<file path="src/rtl/flashprog_pkg.sv">
package flashprog_pkg;
    typedef enum logic [2:0] {
        ST_IDLE, ST_STREAM, ST_ISSUE, ST_WAIT, ST_FINISH
    } fp_state_e;

    typedef enum logic [1:0] {
        OP_NONE = 2'b00, OP_ROW = 2'b01, OP_PAGE = 2'b10, OP_WORD = 2'b11
    } fp_op_e;

    typedef enum logic [1:0] {
        K_IDLE, K_HALF, K_ARMED
    } fp_key_e;

    localparam logic [7:0] KEY_FIRST  = 8'h55;
    localparam logic [7:0] KEY_SECOND = 8'hAA;
    localparam int CTL_BUSY  = 15;
    localparam int CTL_LDERR = 13;
    localparam int CTL_ABORT = 12;
endpackage

</file>
<file path="src/rtl/flashprog_unlock.sv">
module flashprog_unlock
    import flashprog_pkg::*;
(
    input  logic       clk,
    input  logic       rst_n,
    input  logic       key_wr,
    input  logic       other_wr,
    input  logic [7:0] key_val,
    output logic       armed
);
    fp_key_e kst;

    always_ff @(posedge clk or negedge rst_n) begin
        if (!rst_n) begin
            kst <= K_IDLE;
        end else if (key_wr) begin
            if (key_val == KEY_FIRST)
                kst <= K_HALF;
            else if (kst == K_HALF && key_val == KEY_SECOND)
                kst <= K_ARMED;
            else
                kst <= K_IDLE;
        end else if (other_wr) begin
            kst <= K_IDLE;
        end
    end

    assign armed = (kst == K_ARMED);
endmodule

</file>
<file path="src/rtl/flashprog_holdbuf.sv">
module flashprog_holdbuf #(
    parameter int WORD_AW   = 15,
    parameter int ROW_WORDS = 64,
    parameter int DW        = 24,
    localparam int IW = $clog2(ROW_WORDS),
    localparam int GW = WORD_AW - IW
) (
    input  logic               clk,
    input  logic               rst_n,
    input  logic               ld_en,
    input  logic [WORD_AW-1:0] ld_addr,
    input  logic [DW-1:0]      ld_data,
    input  logic               flush,
    input  logic [IW-1:0]      rd_idx,
    output logic [DW-1:0]      rd_data,
    output logic [IW:0]        count,
    output logic [GW-1:0]      group,
    output logic               load_err
);
    logic [DW-1:0] mem [ROW_WORDS];
    logic in_order;

    assign in_order = (ld_addr[IW-1:0] == count[IW-1:0])
                   && (count != (IW+1)'(ROW_WORDS))
                   && (count == '0 || ld_addr[WORD_AW-1:IW] == group);

    always_ff @(posedge clk or negedge rst_n) begin
        if (!rst_n) begin
            count    <= '0;
            group    <= '0;
            load_err <= 1'b0;
        end else if (flush) begin
            count    <= '0;
            load_err <= 1'b0;
        end else if (ld_en) begin
            if (in_order) begin
                count <= count + 1'b1;
                if (count == '0)
                    group <= ld_addr[WORD_AW-1:IW];
            end else begin
                load_err <= 1'b1;
            end
        end
    end

    always_ff @(posedge clk) begin
        if (ld_en && in_order && !flush)
            mem[ld_addr[IW-1:0]] <= ld_data;
    end

    assign rd_data = mem[rd_idx];
endmodule

</file>
<file path="src/rtl/flashprog_optimer.sv">
module flashprog_optimer #(
    parameter int TW = 14
) (
    input  logic          clk,
    input  logic          rst_n,
    input  logic          start,
    input  logic [TW-1:0] dur,
    input  logic          tick,
    output logic          expire
);
    logic [TW-1:0] cnt;
    logic          run;

    assign expire = run && tick && (cnt == dur - TW'(1));

    always_ff @(posedge clk or negedge rst_n) begin
        if (!rst_n) begin
            cnt <= '0;
            run <= 1'b0;
        end else if (start) begin
            cnt <= '0;
            run <= 1'b1;
        end else if (expire) begin
            run <= 1'b0;
        end else if (run && tick) begin
            cnt <= cnt + 1'b1;
        end
    end
endmodule

</file>
<file path="src/rtl/flashprog_ctrl.sv">
module flashprog_ctrl
    import flashprog_pkg::*;
#(
    parameter int WORD_AW    = 15,
    parameter int ROW_WORDS  = 64,
    parameter int PAGE_ROWS  = 8,
    parameter int ROW_TICKS  = 11064,
    parameter int PAGE_TICKS = 9000,
    parameter int WORD_TICKS = 2500
) (
    input  logic               clk,
    input  logic               rst_n,
    input  logic               reg_wr,
    input  logic               reg_sel,
    input  logic [15:0]        reg_wdata,
    output logic [15:0]        ctl_rdata,
    input  logic               buf_we,
    input  logic [WORD_AW-1:0] buf_waddr,
    input  logic [23:0]        buf_wdata,
    input  logic               osc_tick,
    output logic               cpu_stall,
    output logic               op_done,
    output logic [WORD_AW+1:0] fl_addr,
    output logic [23:0]        fl_wdata,
    output logic               fl_row_prog,
    output logic               fl_page_erase,
    output logic               fl_word_prog
);
    localparam int IW   = $clog2(ROW_WORDS);
    localparam int GW   = WORD_AW - IW;
    localparam int PW   = $clog2(PAGE_ROWS);
    localparam int FAW  = WORD_AW + 2;
    localparam int MAXT = (ROW_TICKS > PAGE_TICKS)
                        ? ((ROW_TICKS > WORD_TICKS) ? ROW_TICKS : WORD_TICKS)
                        : ((PAGE_TICKS > WORD_TICKS) ? PAGE_TICKS : WORD_TICKS);
    localparam int TW   = $clog2(MAXT + 1);

    fp_state_e     state;
    fp_op_e        op_q, op_req;
    logic [IW-1:0] idx;
    logic          abort_q;

    logic          ctl_wr, key_wr, key_armed;
    logic          launch_req, op_ok, launch, reject;
    logic          ld_en, flush, wr_flush, fin_flush;
    logic [IW-1:0] rd_idx, last_idx;
    logic [23:0]   rd_data;
    logic [IW:0]   count;
    logic [GW-1:0] group;
    logic          load_err;
    logic          tmr_start, tmr_expire;
    logic [TW-1:0] dur;

    function automatic logic [FAW-1:0] to_byte(input logic [WORD_AW-1:0] w);
        return FAW'(w) + FAW'({w, 1'b0});
    endfunction

    assign ctl_wr     = reg_wr && !reg_sel;
    assign key_wr     = reg_wr && reg_sel;
    assign op_req     = fp_op_e'(reg_wdata[1:0]);
    assign launch_req = ctl_wr && reg_wdata[CTL_BUSY] && key_armed && (state == ST_IDLE);

    always_comb begin
        unique case (op_req)
            OP_ROW:           op_ok = !load_err && (count == (IW+1)'(ROW_WORDS));
            OP_PAGE, OP_WORD: op_ok = !load_err && (count != '0);
            default:          op_ok = 1'b0;
        endcase
    end

    assign launch   = launch_req && op_ok;
    assign reject   = launch_req && !op_ok;
    assign wr_flush = ctl_wr && (state == ST_IDLE) && !launch_req && reg_wdata[CTL_LDERR];
    assign flush    = wr_flush || fin_flush;
    assign ld_en    = buf_we && (state == ST_IDLE);
    assign last_idx = count[IW-1:0] - 1'b1;
    assign rd_idx   = (state == ST_STREAM) ? idx : last_idx;

    always_comb begin
        unique case (op_q)
            OP_ROW:  dur = TW'(ROW_TICKS);
            OP_PAGE: dur = TW'(PAGE_TICKS);
            default: dur = TW'(WORD_TICKS);
        endcase
    end

    flashprog_unlock u_unlock (
        .clk      (clk),
        .rst_n    (rst_n),
        .key_wr   (key_wr),
        .other_wr (ctl_wr),
        .key_val  (reg_wdata[7:0]),
        .armed    (key_armed)
    );

    flashprog_holdbuf #(.WORD_AW(WORD_AW), .ROW_WORDS(ROW_WORDS), .DW(24)) u_buf (
        .clk      (clk),
        .rst_n    (rst_n),
        .ld_en    (ld_en),
        .ld_addr  (buf_waddr),
        .ld_data  (buf_wdata),
        .flush    (flush),
        .rd_idx   (rd_idx),
        .rd_data  (rd_data),
        .count    (count),
        .group    (group),
        .load_err (load_err)
    );

    flashprog_optimer #(.TW(TW)) u_tmr (
        .clk    (clk),
        .rst_n  (rst_n),
        .start  (tmr_start),
        .dur    (dur),
        .tick   (osc_tick),
        .expire (tmr_expire)
    );

    // State register and control-field updates
    always_ff @(posedge clk or negedge rst_n) begin
        if (!rst_n) begin
            state   <= ST_IDLE;
            idx     <= '0;
            op_q    <= OP_NONE;
            abort_q <= 1'b0;
        end else begin
            unique case (state)
                ST_IDLE: begin
                    if (ctl_wr) begin
                        op_q <= op_req;
                        if (reject)
                            abort_q <= 1'b1;
                        else if (!launch_req && reg_wdata[CTL_ABORT])
                            abort_q <= 1'b0;
                    end
                    if (launch) begin
                        idx   <= '0;
                        state <= (op_req == OP_ROW) ? ST_STREAM : ST_ISSUE;
                    end
                end
                ST_STREAM: begin
                    idx <= idx + 1'b1;
                    if (idx == IW'(ROW_WORDS - 1))
                        state <= ST_WAIT;
                end
                ST_ISSUE:  state <= ST_WAIT;
                ST_WAIT:   if (tmr_expire) state <= ST_FINISH;
                ST_FINISH: state <= ST_IDLE;
                default:   state <= ST_IDLE;
            endcase
        end
    end

    // Outputs decoded from state
    always_comb begin
        fl_row_prog   = 1'b0;
        fl_page_erase = 1'b0;
        fl_word_prog  = 1'b0;
        fl_addr       = '0;
        fl_wdata      = '0;
        tmr_start     = 1'b0;
        op_done       = 1'b0;
        fin_flush     = 1'b0;
        unique case (state)
            ST_STREAM: begin
                fl_row_prog = 1'b1;
                fl_addr     = to_byte({group, idx});
                fl_wdata    = rd_data;
                tmr_start   = (idx == IW'(ROW_WORDS - 1));
            end
            ST_ISSUE: begin
                tmr_start = 1'b1;
                if (op_q == OP_PAGE) begin
                    fl_page_erase = 1'b1;
                    fl_addr       = to_byte({group[GW-1:PW], (PW+IW)'(0)});
                end else begin
                    fl_word_prog = 1'b1;
                    fl_addr      = to_byte({group, last_idx});
                    fl_wdata     = rd_data;
                end
            end
            ST_FINISH: begin
                op_done   = 1'b1;
                fin_flush = 1'b1;
            end
            default: ;
        endcase
    end

    assign cpu_stall = (state != ST_IDLE);
    assign ctl_rdata = {cpu_stall, 1'b0, load_err, abort_q, 10'b0, op_q};
endmodule

</file>
<file path="config.mk">
export PLATFORM = sky130hd
export DESIGN_NAME = flashprog_ctrl
export DESIGN_NICKNAME = d
export VERILOG_FILES = /design/src/rtl/flashprog_pkg.sv /design/src/rtl/flashprog_unlock.sv /design/src/rtl/flashprog_holdbuf.sv /design/src/rtl/flashprog_optimer.sv /design/src/rtl/flashprog_ctrl.sv
export SDC_FILE = /design/constraint.sdc
export NUM_CORES = 2
export LEC_CHECK = 0
export ABC_AREA = 1
export BUFFER_PORTS_ARGS = -buffer_cell sky130_fd_sc_hd__buf_2
export CORE_MARGIN = 5
export CORE_UTILIZATION = 60
export DETAILED_ROUTE_END_ITERATION = 12
export PLACE_DENSITY = 0.77
export SLEW_MARGIN = 10
export SYNTH_ARGS = -nofsm -noshare
export SYNTH_HDL_FRONTEND = slang
export SYNTH_HIERARCHICAL = 1
export SYNTH_SLANG_ARGS = --single-unit
</file>
<file path="constraint.sdc">
create_clock -name clk -period 5.45 [get_ports clk]
set_input_delay 0.8175 -clock clk [delete_from_list [all_inputs] [get_ports clk]]
set_output_delay 0.8175 -clock clk [all_outputs]
set_load 0.01 [all_outputs]
</file>
; ---- Word-level counts from Yosys, hierarchy flattened
; Memories as Yosys holds them, arrays and structs flattened.
; Index checks and enable logic that the tools add are counted.
[word_totals]
ff_bits = 46
latchBits = 0
mem_bits_rw = 1536
romBits = 0
input_bits = 61
out_inout_bits = 62
word_cells = 132
mem_count = 1
[op_classes]
n_addsub = 8
mul = 0
div_mod_pow = 0
magnitude_cmp = 0
eq_ne = 24
shift = 0
muxes = 40
bitwise_logic = 1
reduce_logical = 48
[mem_list]
columns = name, depth, word_bits, read_ports, rd_clocked_by_memory_dff, wr, line
row1 = u_buf.mem, 64, 24, 1, 0, 1, flashprog_holdbuf.sv:20  ; logic [DW-1:0] mem [ROW_WORDS];
[ops]
columns = op, count
row1 = $add A15 B16 Y17, 3
row2 = $pmux W24 S2, 1
row3 = $mux W14, 3
row4 = $pmux W17 S2, 1
row5 = $pmux W14 S2, 1
row6 = $mux W24, 1
row7 = $logic_and A1 B1 Y1, 21
row8 = $mux W7, 3
row9 = $mux W17, 1
row10 = $mux W1, 15
row11 = $add A14 B1 Y14 const B, 1
row12 = $eq A14 B14 Y1, 1
row13 = $reduce_bool A2 Y1, 7
row14 = $sub A14 B1 Y14 const B, 1
row15 = $mux W6, 2
row16 = $pmux W3 S4, 1
row17 = $pmux W6 S2, 1
row18 = $mux W2, 5
row19 = $reduce_and A2 Y1, 5
row20 = $eq A9 B9 Y1, 1
row21 = $mux W3, 3
row22 = $eq A2 B2 Y1 const B, 4
row23 = $eq A8 B7 Y1 const B, 1
row24 = $eq A8 B8 Y1 const B, 1
row25 = other kinds (24), 37

; ---- Logic depth before layout (Yosys ltp)
[depth]
word_depth = 13
depth_mapped = 21
mapped_depth_nobuf = 20

; ---- Cells and area by module
; The synthesis kept the hierarchy.
[modules_own_cells]
columns = mod, instances, cells_per_inst, area_per_inst_um2, seq_area_each_um2
row1 = flashprog_holdbuf, 1, 5364, 62816.5, 46549.6
row2 = flashprog_ctrl, 1, 470, 2752.6, 300.3
row3 = flashprog_optimer, 1, 247, 1552.7, 375.4
row4 = flashprog_unlock, 1, 31, 166.4, 50.0

; ---- Worst setup path after synthesis
; No wires, ideal clock.
[synth_path]
path_type = input to register
startpoint = input reg_wr
endpoint = memory u_buf.mem[17][0] (enable)
t_arrival_ps = 3344
slack_ps = 1701
cell_stages = 9
path_buffers = 1
path_cell_list = inv_1 > nor2_1 > nand2_4 > inv_1 > a31o_2 > nor2_1 > buf_1 > nand4_1 > nor2_1
[synth_via]
elab_chain_cells = 12
elab_cells_between_ends = 13
[synth_rtl]
columns = element, line
row1 = "start, declared", flashprog_ctrl.sv:13  ; input logic reg_wr,
row2 = $logic_and A1 B1 Y1 *, flashprog_ctrl.sv:58  ; assign ctl_wr = reg_wr && !reg_sel;
row3 = net ctl_wr, flashprog_ctrl.sv:43  ; logic ctl_wr, key_wr, key_armed;
row4 = $logic_and A1 B1 Y1 (3 in series), flashprog_ctrl.sv:61  ; assign launch_req = ctl_wr && reg_wdata[CTL_BUSY] && key_armed && (state == ST_IDLE);
row5 = $logic_not A1 Y1, flashprog_ctrl.sv:73  ; assign wr_flush = ctl_wr && (state == ST_IDLE) && !launch_req && reg_wdata[CTL_LDERR];
row6 = $logic_and A1 B1 Y1 * (2 in series), flashprog_ctrl.sv:73
row7 = $logic_or A1 B1 Y1 *, flashprog_ctrl.sv:74  ; assign flush = wr_flush || fin_flush;
row8 = net flush, flashprog_ctrl.sv:45  ; logic ld_en, flush, wr_flush, fin_flush;
row9 = $logic_not A1 Y1 *, flashprog_holdbuf.sv:47  ; if (ld_en && in_order && !flush)
row10 = $logic_and A1 B1 Y1 *, flashprog_holdbuf.sv:47
row11 = $mux W1 *, flashprog_holdbuf.sv:47
row12 = $mux W1 (not written as such) *, flashprog_holdbuf.sv:48  ; mem[ld_addr[IW-1:0]] <= ld_data;
row13 = "end, declared", flashprog_holdbuf.sv:20
; Mark *: on every way through the listed nets, which the timed path passes. The rest lies on a longest branch.

; ---- Worst setup path in the final report
[layout_path]
startpoint = register state[2]
endpoint = output fl_wdata[1]
[layout_via]
elab_chain_cells = 5
elab_cells_between_ends = 6
[layout_rtl]
columns = element, line
row1 = "start, declared", flashprog_ctrl.sv:38  ; fp_state_e state;
row2 = "start signal, assigned", flashprog_ctrl.sv:138  ; state <= (op_req == OP_ROW) ? ST_STREAM : ST_ISSUE;
row3 = $eq A3 B1 Y1 *, flashprog_ctrl.sv:77  ; assign rd_idx = (state == ST_STREAM) ? idx : last_idx;
row4 = $mux W6 *, flashprog_ctrl.sv:77
row5 = net rd_idx[0], flashprog_ctrl.sv:46  ; logic [IW-1:0] rd_idx, last_idx;
row6 = $mem_v2 Z64 W24 *, n/a
row7 = net rd_data[1], flashprog_ctrl.sv:47  ; logic [23:0] rd_data;
row8 = $mux W24, flashprog_ctrl.sv:173  ; if (op_q == OP_PAGE) begin
row9 = $pmux W24 S2 *, flashprog_ctrl.sv:164  ; unique case (state)
row10 = "end, declared", flashprog_ctrl.sv:24  ; output logic [23:0] fl_wdata,
; Marks and branches as above.

==> results_dict.tcl <==
set metrics [dict create \
    nFillCells 7743 \
    cts_root_buffer "clkbuf_16" \
    status "complete, no violations" \
    syn_inst 6112 \
    syn_area_sq_um 67290 \
    cts_max_path_buffers 3 \
    antenna_found_initial 13 \
    first_pass_iters 12 \
    initial_utilization_pct 60.63 \
    ys_ff_latch 1582 \
    insertion_delay_ns 0.76 \
    hold_viol 0 \
    die_area_sq_um 118900 \
    seq_area_frac_synth_pct 70.26 \
    skew_ns 0.02341 \
    final_common_cell "nand2_1" \
    placed_area_sq_um 70110 \
    cpMaxStageDelayCell "dfrtp_1" \
    cts_hold_buffers 0 \
    cp.arrival_ns 4.54 \
    io_pins 123 \
    ys.flop_type "edfxtp_1" \
    cts_sinks 1582 \
    crit_start "state[2]" \
    period_needed_ns 5.360 \
    ir_drop_mv 0.2870 \
    reg2reg_depth 10 \
    nets 6309 \
    avgRoutedWirePerCell_microns 23.26 \
    cp_cell_sequence "nor3_4, buf_4, o21ai_4, buf_12, inv_12, buf_12, nand2_1, nand3_1, nand3_1, nand2_1, nand2_1, nand3_1, nand3_1, nand2_1, inv_1, nor2_1, buf_2" \
    cp_max_fo 81 \
    yosys.area.top_type_share_pct 68.55 \
    fin_util_pct 67.68 \
    core_area_sq_um 111000 \
    clkTransAtPathRegs_ns 0.06 \
    grt_max_degree 144 \
    finalSetupViolCount 0 \
    cp-start-kind "register" \
    num_vias 47630 \
    power.density_nw_per_um2 318.7 \
    yosysTopAreaCell "edfxtp_1" \
    final_area_sq_um 75110 \
    final_cells 7826 \
    slew_headroom_pct 28.18 \
    synth_area_leaders "edfxtp_1, nand2_1, nand3_1" \
    critical_path.top_delay_family "simple AND/OR/NAND/NOR gates" \
    place_hpwl_mm 100.6 \
    critPathKind "register to primary output" \
    via_per_inst 6.087 \
    syn_to_final_growth_pct 11.63 \
    worst_pin_slew_ns 1.077 \
    end_kind "primary output" \
    htree_levels 4 \
    die_w_microns 344.9 \
    hold_class "input pin to asynchronous set/reset pin" \
    reg2reg_to "u_buf/mem[56][20]" \
    avgSynthCellArea_sq_um 11.01 \
    gp_congestion 0.8897 \
    track_usage_pct 30.21 \
    required_ns 4.63 \
    rows 122 \
    finalPower_uw 23940 \
    port_buffers 106 \
    regArea_sq_um 47280 \
    mostFrequentLayoutCells "nand2_1, edfxtp_1, nand3_1, clkbuf_16, inv_1" \
    wl_mm 182.0 \
    drv_slew 0 \
    period_share_pct 98.35 \
    ant_nets 0 \
    synth-async-reset-ratio_pct 2.908 \
    worstReg2RegStart "u_buf/count[0]" \
    p_leak_uw 0.02816 \
    grt_pass1_vias 45120 \
    synth_edf_count 1536 \
    grt_pass1_wl_mm 269.8 \
    crit_path_max_incr_delay_ns 0.46 \
    holdWs_ns 0.2588 \
    multi_input_area_sq_um 18070 \
    die_y_microns 344.9 \
    drc 0 \
    cts_buffers 155 \
    r2r_slack_ns 1.65 \
    ys_warn_count 6 \
    drt_iter0_drc 6702 \
    dp_cells 7538 \
    drive_gt1_share_pct 9.869 \
    grt_overflow 0 \
    max_cap_viol_count 0 \
    cts_tree "built" \
    synth.distinct_cells 50 \
    worst-path-buf-inv 6 \
    fmax_ghz 0.1866 \
]
-- layout make-up --
type | count | area share (%)
Inverter | 169 | 0.8845
Multi-Input combinational cell | 4014 | 24.05
Antenna cell | 5 | 0.01666
Clock inverter | 80 | 0.9512
Sequential cell | 1582 | 62.94
Timing Repair Buffer | 293 | 3.240
Tap cell | 1488 | 2.479
Clock buffer | 195 | 5.434
-- registers in the layout, indices dropped and copies added, names as in the netlist --
name and cells:
u_buf/mem 1536, u_tmr/cnt 14, u_buf/group 9, u_buf/count 7, idx 6, state 3, op_q 2, u_unlock/kst 2
abort_q 1, u_buf/load_err 1, u_tmr/run 1
-- per-layer routing --
metal,wire length (microns),global-route usage [%]
met2,85110,47.80
met4,7240,11.86
met1,65520,41.35
met3,24110,6.916
met5,33,0
-- report_power, final --
part	switching (uW)	leakage, uW	total, uW	internal, uW
Clock	4480	0.00231	10200	5700
Sequential	26.9	0.0144	13400	13400
Combinational	305	0.0115	377	72.3
Total	4810	0.0282	23900	19100
-- worst reg2reg max path: cells and delay by family (launching register included) --
family	cells	cell delay, ns
fa+ha+maj	1	0.18
buf+inv	3	0.79
flops	1	0.38
simple gates	6	2.10
-- per-stage QoR --
step | setup TNS, ns | setup slack [ns]
floorplan | 0 | 1.701
global placement | 0 | 0.6792
detailed placement | 0 | 0.6372
CTS | 0 | 0.05768
global route | -0.003806 | -0.003806
finish | 0 | 0.08984
-- synth_stat cells (2+ instances only) --
cell type,n
a21oi_1,24
a31oi_1,3
buf_1,37
buf_2,131
buf_4,15
clkbuf_1,182
clkinv_1,2
conb_1,2
dfrtp_1,46
edfxtp_1,1536
fa_1,3
ha_1,30
inv_1,157
inv_2,10
nand2_1,2195
nand2_2,9
nand2_4,5
nand3_1,1389
nand3_2,3
nand3b_1,9
nand4_1,32
nand4_4,2
nor2_1,163
nor2_2,9
nor2_4,5
nor3_1,4
nor4_1,3
o21ai_0,31
o21ai_1,10
o21bai_1,3
o22ai_1,3
xnor2_1,14
xor2_1,28
-- worst max-delay path by stage --
stage | slack, ns | cells after the start | endpoint
2_1_floorplan | 1.70 | 9 | u_buf/mem[17][0]
3_3_place_gp | 0.68 | 17 | fl_wdata[9]
3_5_place_dp | 0.64 | 17 | fl_wdata[9]
4_1_cts | 0.06 | 17 | fl_wdata[14]
5_1_grt | -0.004 | 18 | fl_wdata[6]
6_report | 0.09 | 17 | fl_wdata[1]
-- what timing repair did --
action	CTS	global route
buffers inserted	7	0
pin swaps	2	0
gates resized for setup	0	16
cloned	0	1
setup endpoints to repair	23	20
-- cell families (layout without fill, tap and decap cells) --
kind of cell	after synthesis	count (layout)	share of synthesized area, %
simple gates	3831	3831	24.45
flops	1582	1582	70.26
buf+inv	537	737	3.353
compound gates	85	85	0.7364
xor+xnor	42	42	0.5467
fa+ha+maj	33	33	0.6471
other cells	2	28	0.01116
Note: power is estimated with default switching activity, not from simulation.
